## src/rtl/pcm_clkgen.sv

```systemverilog
module pcm_clkgen #(
  parameter int DIV_W = 9
) (
  input  logic               clk,
  input  logic               rst_n,
  input  logic               src_a_tick,
  input  logic               src_b_tick,
  input  logic [2*DIV_W+1:0] cfg_word,
  input  logic               tx_active,
  input  logic               rx_active,
  input  logic               idle_cont,
  output logic               bclk,
  output logic               fsync,
  output logic               bit_tick,
  output logic               fall_tick
);
  localparam int SEL_BIT = 2*DIV_W;
  localparam int EN_BIT  = 2*DIV_W + 1;

  logic [DIV_W-1:0] half_cnt, slot_cnt, bdiv_cur, sync_cur;
  logic             first_q;

  wire run      = cfg_word[EN_BIT] & (tx_active | rx_active | idle_cont);
  wire src_tick = cfg_word[SEL_BIT] ? src_a_tick : src_b_tick;
  wire half_end = src_tick && (half_cnt == bdiv_cur);
  wire rise     = half_end && !bclk;
  wire fall     = half_end && bclk;
  wire wrap     = first_q || (slot_cnt == sync_cur);

  always_ff @(posedge clk) begin
    if (!rst_n) begin
      half_cnt  <= '0;
      slot_cnt  <= '0;
      bdiv_cur  <= '0;
      sync_cur  <= '0;
      first_q   <= 1'b1;
      bclk      <= 1'b0;
      fsync     <= 1'b0;
      bit_tick  <= 1'b0;
      fall_tick <= 1'b0;
    end else if (!run) begin
      half_cnt  <= '0;
      slot_cnt  <= '0;
      bdiv_cur  <= cfg_word[2*DIV_W-1:DIV_W];
      sync_cur  <= cfg_word[DIV_W-1:0];
      first_q   <= 1'b1;
      bclk      <= 1'b0;
      fsync     <= 1'b0;
      bit_tick  <= 1'b0;
      fall_tick <= 1'b0;
    end else begin
      bit_tick  <= rise;
      fall_tick <= fall;
      if (src_tick) half_cnt <= half_end ? '0 : half_cnt + 1'b1;
      if (half_end) bclk <= ~bclk;
      if (rise) begin
        first_q <= 1'b0;
        if (wrap) begin
          slot_cnt <= '0;
          fsync    <= 1'b1;
          bdiv_cur <= cfg_word[2*DIV_W-1:DIV_W];
          sync_cur <= cfg_word[DIV_W-1:0];
        end else begin
          slot_cnt <= slot_cnt + 1'b1;
          fsync    <= 1'b0;
        end
      end
    end
  end
endmodule


```

## config.mk

```make
export PLATFORM = sky130hd
export DESIGN_NAME = pcm_clkgen
export DESIGN_NICKNAME = d
export VERILOG_FILES = /design/src/rtl/pcm_clkgen.sv
export SDC_FILE = /design/constraint.sdc
export NUM_CORES = 1
export LEC_CHECK = 0
export BUFFER_PORTS_ARGS = -buffer_cell sky130_fd_sc_hd__buf_2
export CELL_PAD_IN_SITES_DETAIL_PLACEMENT = 0
export CELL_PAD_IN_SITES_GLOBAL_PLACEMENT = 1
export CORE_UTILIZATION = 42
export DETAILED_ROUTE_END_ITERATION = 12
export MAX_ROUTING_LAYER = met4
export PLACE_DENSITY = 0.81
export SLEW_MARGIN = 20
export SYNTH_ARGS = -nofsm -noshare
export SYNTH_HDL_FRONTEND = slang
export SYNTH_SLANG_ARGS = --single-unit
```

## constraint.sdc

```tcl
create_clock -name clk -period 2 [get_ports clk]
set_input_delay 0 -clock clk [delete_from_list [all_inputs] [get_ports clk]]
set_output_delay 0 -clock clk [all_outputs]
set_load 0.1 [all_outputs]
```

# Word-level counts from Yosys, hierarchy flattened
# Cells that the tools add are included.
# op_classes
add_sub_neg	2
eq_ne	4
mux	10
n_bitwise	4
reduce_logical	7
# op_table
op	n
$mux 9	8
$add 9x1->9 const B	2
$eq 9x9->1	2
$ne 2x1->1 const B	2
$reduce_and 2->1	2
$logic_and 1x1->1	3
$mux 1	2
$or 1x1->1	2
$and 1x1->1	1
$logic_not 1->1	1
$logic_or 1x1->1	1
$not 1->1	1
# word_totals
register_bits	41
out_inout_bits	4

# Longest topological paths before layout
# logic_depth
depth_word	5
depth_mapped	7

# Least setup slack after synthesis
# No wires, ideal clock.
# synth_path
path_type	flip-flop to flip-flop
startpoint	reg bclk
endpoint	reg bdiv_cur[0]
setup_ns	0.072
t_arrival_ns	1.952
required_ns	1.928
path_slack_ns	-0.023
stages_incl_launch_ff	7
synth_period_minus_slack_ns	2.023
cell_sequence	dfxtp_1 inv_1 nand4_1 o21a_1 buf_6 buf_6 mux2i_1
# synth_between
elab_chain_len	4
# synth_lines
item	line	text
from (decl)	12	output logic bclk,
from (signal assigned)	55	if (half_end) bclk <= ~bclk;
$logic_not 1->1	26	wire rise = half_end && !bclk;
$logic_and 1x1->1	26	
$ne 2x1->1 (no source line)	--	
$reduce_and 2->1 (no source line)	--	
to (signal assigned)	44	bdiv_cur <= cfg_word[2*DIV_W-1:DIV_W];
to (signal assigned)	61	bdiv_cur <= cfg_word[2*DIV_W-1:DIV_W];
to (decl)	20	logic [DIV_W-1:0] half_cnt, slot_cnt, bdiv_cur, sync_cur;
# Every way passes these cells.
# A chain may end at the register's enable or synchronous reset.

# Final worst setup path
# layout_path
startpoint	reg half_cnt[4]
endpoint	reg slot_cnt[2]
# layout_between
elab_chain_len	3
# layout_lines
item	line	text
from (decl)	20	
from (signal assigned)	54	if (src_tick) half_cnt <= half_end ? '0 : half_cnt + 1'b1;
$eq 9x9->1	25	wire half_end = src_tick && (half_cnt == bdiv_cur);
$logic_and 1x1->1	25	
$logic_and 1x1->1	26	
to (signal assigned)	64	slot_cnt <= slot_cnt + 1'b1;
to (decl)	20	
# Every way passes these cells.

==> flow_summary.json <==
{
  "ys_top_cells_by_area": "dfxtp_1 42%, mux2i_1 9.2%, nand2_1 9.0%",
  "drcViolationCount": 0,
  "p_leak_nw": 1.10,
  "status": "complete, no violations",
  "crit_family": "simple AND/OR/NAND/NOR gates",
  "yosys.area.top_type": "dfxtp_1",
  "cp_num_cells": 7,
  "place_ws_ns": 0.0780,
  "numCtsBuffers": 5,
  "worstSkewPairLatency_ns": 0.29,
  "netlist_area_um2": 1960,
  "die_area_um2": 4940,
  "layout_setup_ws_ns": 0.0790,
  "hpwl_mm": 2.92,
  "grtUsageMet3_pct": 4.47,
  "grt_antenna_before_repair": 0,
  "insertedDiodeCount": 0,
  "drt-initial-drc-count": 91,
  "ys_warn_count": 0,
  "synth_seq_area_share_pct": 41.9,
  "clk_pin_slew_worst_paths_ns": 0.08,
  "ant_nets": 0,
  "grt_pass1_wl_mm": 7.31,
  "die_h_um": 70.3,
  "hold_viol": 0,
  "htree_levels": 2,
  "initial_core_util_pct": 44.4,
  "stdcell_count": 334,
  "busiest_layer": "met2",
  "grt_pass1_vias": 1603,
  "first_pass_iters": 4,
  "ir_worst_vdd_uv": 420,
  "holdPathStages": 3,
  "crit_chain": "xor2_1, nor4_4, nand4_1, buf_6, buf_2, or3_4, a21oi_2",
  "cts_tree": "yes",
  "hold_slack_ns": 0.160,
  "max_freq_mhz": 521,
  "io_buffers": 30,
  "grt_max_degree": 24,
  "synth_top_flop_cell": "dfxtp_1",
  "wl_mm": 4.32,
  "syn2layout_area_growth_pct": 31.8,
  "ys_types": 39,
  "cts.sinks": 41,
  "synthTopCellsByCount": "47 x nand2_1, 41 x dfxtp_1, 18 x mux2i_1, 18 x xor2_1, 14 x nor2_1",
  "wl_per_cell_um": 12.9,
  "io_pins": 31,
  "ys_ff_latch": 41,
  "vias": 1678,
  "grt_overflow": 0,
  "rows": 24,
  "synth_top_area_share_pct": 41.9,
  "min_period_ns": 1.92,
  "slew_viol_final": 0,
  "yosysMostFrequentCell": "nand2_1",
  "p_per_area_nw_per_um2": 678,
  "utilization_pct": 58.5,
  "maxCapViolations": 0,
  "final_layout_size_suffix_gt1_share_pct": 24.8,
  "worst_slew_pin_slew_ns": 0.487,
  "place.gp.congestion": 0.827,
  "post_synth.cell_area_avg_um2": 8.99,
  "slowest_delay_ns": 0.34,
  "start_kind": "flop",
  "worstSetupPathType": "flop to flop",
  "cp_max_fo": 7,
  "critPathSlowestCell": "nor4_4",
  "worst-endpoint-required_ns": 2.23,
  "maxSlewHeadroom_pct": 67.8,
  "synthCells": 218,
  "hold_path.class": "input pin to flop",
  "synth_edf_count": 0,
  "cp_num_buf_inv": 2,
  "syn-num-nets": 247,
  "fin_crit_sh_pct": 96.0,
  "core_um2": 4410,
  "cts-root-buf": "clkbuf_8",
  "endpoint_kind": "flop",
  "ff2ff_setup_slack_ns": 0.08,
  "cp_data_arrival_time_ns": 2.15,
  "place_inst": 305,
  "fillerInstances": 402,
  "finalNetCount": 310,
  "routed_via_density": 5.02,
  "grt_use_total_pct": 19.4,
  "cts_max_path_buffers": 2,
  "grt_use_met2_pct": 27.9,
  "r2r_cells": 7,
  "dieWidth_um": 70.3,
  "setup_viol": 0,
  "grt_util_met1_pct": 26.2,
  "finalClockSkew_ns": 0.00863,
  "synth-async-reset-ratio_pct": 0
}
[timing repair]
item | CTS | global route
endpoints found under the hold margin | 18 | 0
setup endpoints to repair | 0 | 23
resized for setup | 0 | 10
hold buffers | 18 | 0
setup buffers | 0 | 3
[where the power goes]
group	switching, mW	internal [mW]
combinational	0.143	0.136
sequential	0.0250	0.851
clock	0.284	0.312
[flip-flops by register name, summed over array words and instances (netlist names)]
| register | cells |
|---|---|
| first_q | 1 |
| bit_tick | 1 |
| bclk | 1 |
| half_cnt | 9 |
| bdiv_cur | 9 |
| fsync | 1 |
| sync_cur | 9 |
| fall_tick | 1 |
| slot_cnt | 9 |
[worst register-to-register path, cell delays in order (launching register included)]
cell and delay, ns:
dfxtp_1 0.33, xor2_1 0.19, nor4_4 0.34, nand4_1 0.20
buf_6 0.18, buf_2 0.15, or3_4 0.33, a21oi_2 0.13
[per-layer routing]
metal,vias to the layer above,share of wire (%)
li1,876,-
met1,765,51
met2,35,44
met3,2,4.1
met4,0,0.79
met5,-,0
[layout by cell type (no fill, tap or decap), types with 2 or more instances in the layout]
cell / Yosys / final
dfxtp_1: 41 / 38
xor2_1: 18 / 17
ha_1: 2 / 2
buf_2: 1 / 31
nand3_1: 8 / 8
a21oi_2: 1 / 2
inv_1: 3 / 3
mux2i_1: 18 / 18
dfxtp_2: 0 / 3
nand2_1: 47 / 47
clkbuf_8: 0 / 7
or3_1: 4 / 3
dlygate4sd3_1: 0 / 18
xnor2_1: 8 / 8
buf_4: 0 / 12
nand4_1: 4 / 4
and3_1: 2 / 2
nor3_1: 4 / 4
nor2_1: 14 / 14
nor4_2: 2 / 2
a21oi_1: 11 / 10
nor4_4: 1 / 2
o21ai_0: 4 / 4
o31ai_1: 2 / 2
[cell families after synthesis]
family                     after synthesis  synth area share (%)
buffers and inverters                   10                  2.75
adders and majority gates                2                  1.28
xor gates and xnor gates                26                  11.6
muxes                                   20                  10.5
AOI/OAI and AO/OA                       24                  7.79
DFF                                     41                  41.9
and+or+nand+nor                         95                  24.2
[area by class of cell]
cell class / count / area (um2) / share of cell area, %
Clock inverter: 1 / 5.00 / 0.194
Tap cell: 52 / 65.1 / 2.52
Clock buffer: 7 / 96.3 / 3.73
Multi-Input combinational cell: 167 / 1120 / 43.5
Sequential cell: 41 / 825 / 31.9
Timing Repair Buffer: 63 / 457 / 17.7
Inverter: 3 / 11.3 / 0.436
[stage by stage]
| step | instance area [um2] | setup TNS (ns) | power (mW) |
|---|---|---|---|
| after floorplan | 1960 | 0 | 1.06 |
| after global placement | 2240 | 0 | 1.12 |
| after detailed placement | 2240 | 0 | 1.13 |
| after CTS | 2520 | 0 | 1.75 |
| after global routing | 2580 | -0.0482 | 1.84 |
| final | 2580 | 0 | 1.75 |
[path summary, 6_finish.rpt]
path | startpoint | endpoint
worst max-delay path | half_cnt[4] | slot_cnt[2]
worst min-delay path | rst_n | bdiv_cur[3]
worst max register to register | half_cnt[4] | slot_cnt[2]
worst min register to register | fsync | fsync
Power figures use the tool's default switching activity.
